### config.mk
export PLATFORM = sky130hd
export DESIGN_NAME = poly_pos_accum
export DESIGN_NICKNAME = d
export VERILOG_FILES = /design/src/rtl/scaler_pos_pkg.sv /design/src/rtl/pos_phase_map.sv /design/src/rtl/pos_step_unit.sv /design/src/rtl/poly_pos_accum.sv
export SDC_FILE = /design/constraint.sdc
export NUM_CORES = 1
export LEC_CHECK = 0
export ABC_AREA = 1
export BUFFER_PORTS_ARGS = -buffer_cell sky130_fd_sc_hd__buf_2
export CORE_MARGIN = 2
export CORE_UTILIZATION = 35
export DETAILED_ROUTE_END_ITERATION = 16
export PLACE_DENSITY_LB_ADDON = 0.3
export SYNTH_ARGS = -nofsm -noshare
export SYNTH_HDL_FRONTEND = slang
export SYNTH_SLANG_ARGS = --single-unit
### constraint.sdc
create_clock -name clk -period 15.3 [get_ports clk]
set_input_delay 3.06 -clock clk [delete_from_list [all_inputs] [get_ports clk]]
set_output_delay 3.06 -clock clk [all_outputs]
set_load 0.03 [all_outputs]
### src/rtl/scaler_pos_pkg.sv
package scaler_pos_pkg;
    localparam int FRAC_W  = 20;
    localparam int INT_W   = 4;
    localparam int NPH_W   = 7;
    localparam int LEN_W   = 11;

    typedef enum logic [1:0] {
        ST_IDLE  = 2'd0,
        ST_EDGE  = 2'd1,
        ST_TRACK = 2'd2
    } pos_state_e;
endpackage

### src/rtl/pos_phase_map.sv
module pos_phase_map #(
    parameter int FRAC_BITS = 20,
    parameter int NPH_BITS  = 7
) (
    input  logic [FRAC_BITS-1:0] frac,
    input  logic [NPH_BITS-1:0]  nph,
    output logic [NPH_BITS-1:0]  phase
);
    localparam int PROD_BITS = FRAC_BITS + NPH_BITS;

    logic [PROD_BITS-1:0] prod;

    // fraction < 1, so the scaled value stays below nph and fits in NPH_BITS
    always_comb begin
        prod  = PROD_BITS'(frac) * PROD_BITS'(nph);
        phase = prod[PROD_BITS-1:FRAC_BITS];
    end
endmodule

### src/rtl/pos_step_unit.sv
module pos_step_unit #(
    parameter int FRAC_BITS = 20,
    parameter int INT_BITS  = 4
) (
    input  logic [INT_BITS+FRAC_BITS:0]   acc,
    input  logic [INT_BITS+FRAC_BITS-1:0] sf,
    output logic                          nonneg,
    output logic [INT_BITS-1:0]           step,
    output logic [INT_BITS+FRAC_BITS:0]   acc_next
);
    localparam int ACC_BITS = INT_BITS + FRAC_BITS + 1;

    logic [ACC_BITS-1:0] sum;

    always_comb begin
        sum    = acc + {1'b0, sf};
        nonneg = ~sum[ACC_BITS-1];
        if (nonneg) begin
            step     = sum[ACC_BITS-2:FRAC_BITS];
            acc_next = {{(INT_BITS+1){1'b0}}, sum[FRAC_BITS-1:0]};
        end else begin
            step     = '0;
            acc_next = sum;
        end
    end
endmodule

### src/rtl/poly_pos_accum.sv
module poly_pos_accum
    import scaler_pos_pkg::*;
#(
    parameter int FRAC_BITS = FRAC_W,
    parameter int INT_BITS  = INT_W,
    parameter int NPH_BITS  = NPH_W,
    parameter int LEN_BITS  = LEN_W
) (
    input  logic                          clk,
    input  logic                          rst,
    input  logic                          rect_start,
    input  logic                          adv,
    input  logic [INT_BITS+FRAC_BITS-1:0] shrink,
    input  logic [FRAC_BITS:0]            start_frac,
    input  logic [NPH_BITS-1:0]           num_phases,
    input  logic [LEN_BITS-1:0]           out_len,
    output logic [NPH_BITS-1:0]           phase_idx,
    output logic [INT_BITS-1:0]           in_step,
    output logic                          rect_last,
    output logic                          active
);
    localparam int SF_BITS  = INT_BITS + FRAC_BITS;
    localparam int ST_BITS  = FRAC_BITS + 1;
    localparam int ACC_BITS = SF_BITS + 1;
    localparam logic [LEN_BITS-1:0] LEN_ONE = LEN_BITS'(1);

    pos_state_e            st_q, st_d;
    logic [ACC_BITS-1:0]   acc_q;
    logic [SF_BITS-1:0]    sf_q;
    logic [NPH_BITS-1:0]   nph_q;
    logic [LEN_BITS-1:0]   len_q, idx_q;

    logic                  sum_nonneg;
    logic [INT_BITS-1:0]   step_raw;
    logic [ACC_BITS-1:0]   acc_nx;
    logic [NPH_BITS-1:0]   phase_raw;
    logic [ACC_BITS-1:0]   start_ext;
    logic                  at_last;
    logic                  take;

    assign start_ext = {{(ACC_BITS-ST_BITS){start_frac[ST_BITS-1]}}, start_frac};
    assign at_last   = (idx_q == (len_q - LEN_ONE));
    assign take      = adv && !rect_start && (st_q != ST_IDLE);

    pos_step_unit #(.FRAC_BITS(FRAC_BITS), .INT_BITS(INT_BITS)) u_step (
        .acc      (acc_q),
        .sf       (sf_q),
        .nonneg   (sum_nonneg),
        .step     (step_raw),
        .acc_next (acc_nx)
    );

    pos_phase_map #(.FRAC_BITS(FRAC_BITS), .NPH_BITS(NPH_BITS)) u_phase (
        .frac  (acc_q[FRAC_BITS-1:0]),
        .nph   (nph_q),
        .phase (phase_raw)
    );

    // state register
    always_ff @(posedge clk) begin
        if (rst) st_q <= ST_IDLE;
        else     st_q <= st_d;
    end

    // transitions
    always_comb begin
        st_d = st_q;
        if (rect_start) begin
            st_d = start_frac[ST_BITS-1] ? ST_EDGE : ST_TRACK;
        end else begin
            unique case (st_q)
                ST_IDLE:  st_d = ST_IDLE;
                ST_EDGE: begin
                    if (adv) begin
                        if (at_last)         st_d = ST_IDLE;
                        else if (sum_nonneg) st_d = ST_TRACK;
                        else                 st_d = ST_EDGE;
                    end
                end
                ST_TRACK: begin
                    if (adv && at_last) st_d = ST_IDLE;
                end
                default:  st_d = ST_IDLE;
            endcase
        end
    end

    // position, index and captured controls
    always_ff @(posedge clk) begin
        if (rst) begin
            acc_q <= '0;
            idx_q <= '0;
            sf_q  <= '0;
            nph_q <= '0;
            len_q <= '0;
        end else if (rect_start) begin
            acc_q <= start_ext;
            idx_q <= '0;
            sf_q  <= shrink;
            nph_q <= num_phases;
            len_q <= out_len;
        end else if (take) begin
            acc_q <= acc_nx;
            idx_q <= idx_q + LEN_ONE;
        end
    end

    // outputs
    always_comb begin
        phase_idx = '0;
        in_step   = '0;
        rect_last = 1'b0;
        active    = 1'b0;
        unique case (st_q)
            ST_IDLE: ;
            ST_EDGE: begin
                active    = 1'b1;
                in_step   = step_raw;
                rect_last = at_last;
            end
            ST_TRACK: begin
                active    = 1'b1;
                phase_idx = phase_raw;
                in_step   = step_raw;
                rect_last = at_last;
            end
            default: ;
        endcase
    end


    last_in_rect_chk: assert property (@(posedge clk) disable iff (rst)
        rect_last |-> active);


    last_release_chk: assert property (@(posedge clk) disable iff (rst)
        (adv && rect_last && !rect_start) |=> !active);


    idle_hold_chk: assert property (@(posedge clk) disable iff (rst)
        (!active && !rect_start) |=> !active);


    start_entry_chk: assert property (@(posedge clk) disable iff (rst)
        rect_start |=> (active && idx_q == '0));


    ctrl_hold_chk: assert property (@(posedge clk) disable iff (rst)
        (active && !rect_start) |=> ($stable(sf_q) && $stable(nph_q) && $stable(len_q)));


    track_frac_chk: assert property (@(posedge clk) disable iff (rst)
        (st_q == ST_TRACK) |-> (acc_q[ACC_BITS-1:FRAC_BITS] == '0));


    edge_sign_chk: assert property (@(posedge clk) disable iff (rst)
        (st_q == ST_EDGE) |-> (acc_q[ACC_BITS-1] && phase_idx == '0));


    phase_range_chk: assert property (@(posedge clk) disable iff (rst)
        (st_q == ST_TRACK) |-> (phase_idx < nph_q));
endmodule

==> summary.md <==
| Metric | Value |
|---|---|
| Status | completed |
| Worst setup margin | 7020 ps |
| Netlist cell types | 43 |
| CP Launch Type | flip-flop |
| Yosys reg bits | 80 |
| Synth Warn # | 0 |
| Die area | 0.0284 mm² |
| Initial antenna violation count | 0 |
| Num CTS Buffers | 9 |
| Hold WC Path Type | reg -> reg |
| VDD IR max | 60.9 µV |
| Die width | 168 µm |
| P&R area growth vs syn | 9.72% |
| Clock root buffer | clkbuf_16 |
| Synth Net Count | 1658 |
| Crit path DAT | 5220 ps |
| Cell count after synthesis | 1430 |
| Area of the multi-input gates | 0.00661 mm² |
| Sequential-to-total area share from yosys stat | 0.169 |
| P_leak | 5.81 nW |
| Final Wtd Congestion | 0.895 |
| Setup Fix Bufs, Post-CTS | 0 |
| Post-Synthesis Cell Area | 0.00946 mm² |
| Die Y | 168 µm |
| CP endpoint kind | output pin |
| Num ports | 80 |
| Clock Sinks | 80 |
| Nets | 1696 |
| Hpwl dp | 20.4 mm |
| Pin count of the biggest net entering global routing | 61 |
| Unrepaired setup endpoints after global routing | no |
| CTS resizes | 0 |
| Max Cap Violations | 0 |
| Max Root-Sink Buffers | 2 |
| First-pass GRT wire length | 42.5 mm |
| Final Cycle Share | 0.541 |
| Starting Density | 0.354 |
| Final setup fails | 0 |
| Core area | 0.0267 mm² |
| Synth Area per Inst | 6.61 µm² |
| Total number of vias | 8693 |
| Crit path kind | reg -> out |
| Top FF cell, synth | dfxtp_1 |
| Power Density | 63.8 mW/mm² |
| I/O Buffers | 79 |
| GRT Total Usage | 0.184 |
| Vias/cell | 4.79 |
| Setup TNS | 0 ps |
| CTS H-tree depth | 3 |
| Minimum clock period | 8280 ps |
| Least-Margin Pin Slew | 925 ps |
| Largest area contributor in the netlist | fa_1 |
| Vias in the first global route | 8855 |
| Asr flop ratio synth | 0 |
| Sequential cell area | 0.00160 mm² |
| Antenna Nets Post-Route | 0 |
| Crit path max fanout | 21 |
| Worst-skew pair later-pin latency | 350 ps |
| Number of placement rows | 60 |
| Pre-antenna DRT Iters | 5 |
| EDFF count, synth | 0 |
| Clk slew on worst S/H paths | 60 ps |
| Worst Skew | 10.3 ps |
| Post-Route WL | 24.8 mm |
| Share of cells above drive strength 1 | 0.0808 |
| Fill count | 2927 |
| CP required | 12240 ps |
| # hold bufs at CTS | 0 |
| Post-Place Worst Slack | 7390 ps |
| DRC | 0 |
| First-iteration detailed-routing DRC count | 456 |
| Relative slew slack | 0.382 |
| Post-synth top area share | 0.188 |
| TritonCTS clock tree | built |
| Slew Limit Fails | 0 |
| Peak Freq | 121 MHz |
| Grt ovf | 0 |
| Synth top area cells | fa_1 19%, dfxtp_1 17%, nand2_1 15% |
| Antenna Diode Count | 0 |
| Drt wl/cell | 13.7 µm |
| Final Hold Fails | 0 |
synth_stat cells (2+ instances only):
cell / count
ha_1: 72
xnor2_1: 7
or2_1: 5
inv_2: 6
fa_1: 89
buf_2: 2
o21bai_1: 3
nor3b_1: 2
o21ai_0: 75
a21o_1: 8
nand2_2: 3
a31oi_1: 19
nor2_2: 2
o211ai_1: 3
nand3b_1: 5
a21oi_1: 85
a22o_1: 5
clkbuf_2: 17
inv_1: 263
clkbuf_1: 35
nor3_1: 10
nand3_1: 59
nand2_1: 369
nor4_1: 2
nor2_1: 156
nand4_1: 15
xor2_1: 9
dfxtp_1: 80
nor2_4: 4
o21ai_1: 7
logic make-up (layout without fill, tap and decap cells):
family | after synthesis | in the layout | synth area share
AND/OR/NAND/NOR | 637 | 637 | 0.279
AO/OA/AOI/OAI | 210 | 210 | 0.121
XOR/XNOR | 16 | 16 | 0.0148
adder cells (fa/ha/maj) | 161 | 161 | 0.284
buffers and inverters | 326 | 369 | 0.132
flip-flops | 80 | 80 | 0.169
worst paths after layout:
path | startpoint | to | slack [ps] | depth (start not counted)
min | acc_q[20] | acc_q[20] | 470 | 2
min reg2reg | acc_q[20] | acc_q[20] | 470 | 2
max reg2reg | acc_q[0] | acc_q[18] | 12470 | 15
max | nph_q[6] | phase_idx[2] | 7020 | 18
registers in the layout (all words and copies together), names as in the netlist:
| signal | count |
|---|---|
| acc_q | 25 |
| sf_q | 24 |
| idx_q | 11 |
| len_q | 11 |
| nph_q | 7 |
| st_q | 2 |
where the power goes:
| group | switching (mW) | internal [mW] |
|---|---|---|
| combinational | 0.119 | 0.0707 |
| sequential | 0.0258 | 0.221 |
| clock | 0.0941 | 0.132 |
| total | 0.239 | 0.424 |
layout make-up:
cell class	count	area share
Clock buffer	10	0.0230
Clock inverter	6	0.00639
Inverter	271	0.0983
Multi-Input combinational cell	1024	0.637
Sequential cell	80	0.154
Tap cell	341	0.0411
Timing Repair Buffer	82	0.0403
layer usage:
layer | vias to the layer above | track usage | part of all wire
li1 | 4508 | - | -
met5 | - | 0 | 0
met1 | 4054 | 0.244 | 0.49
met2 | 111 | 0.326 | 0.48
met3 | 20 | 0.0148 | 0.021
met4 | 0 | 0.0442 | 0.012
worst max-delay path: stages (launching register included):
cell	delay, ps
dfxtp_1	810
nand2_1	170
fa_1	550
fa_1	550
inv_1	50
fa_1	520
inv_1	50
fa_1	520
inv_1	40
ha_1	310
nand2_1	90
nor2_1	50
a211oi_1	280
a21oi_1	100
or2_1	240
a21oi_1	170
nor2_1	60
nor2_1	90
buf_2	200
through the flow:
| stage | cells | cell area [µm²] | utilization | power, mW | hold slack [ps] |
|---|---|---|---|---|---|
| after CTS | 1814 | 10400 | 0.388 | 0.670 | 474 |
| after global routing | 1814 | 10400 | 0.388 | 0.710 | 493 |
| after floorplan | 1430 | 9460 | - | 0.389 | 450 |
| after detailed placement | 1798 | 10100 | 0.377 | 0.443 | 465 |
| final | 1814 | 10400 | 0.388 | 0.662 | 469 |
| after global placement | 1798 | 10100 | 0.377 | 0.439 | 458 |
cell usage in the layout (no fill, tap or decap), drive strengths merged, types with 16 or more instances in the layout:
master    n
fa       89
nand3    59
dfxtp    80
a31oi    19
ha       72
nor2    163
o21ai    82
nand4    16
inv     272
a21oi    86
buf      82
nand2   372
Note: power is estimated with default switching activity, not from simulation.
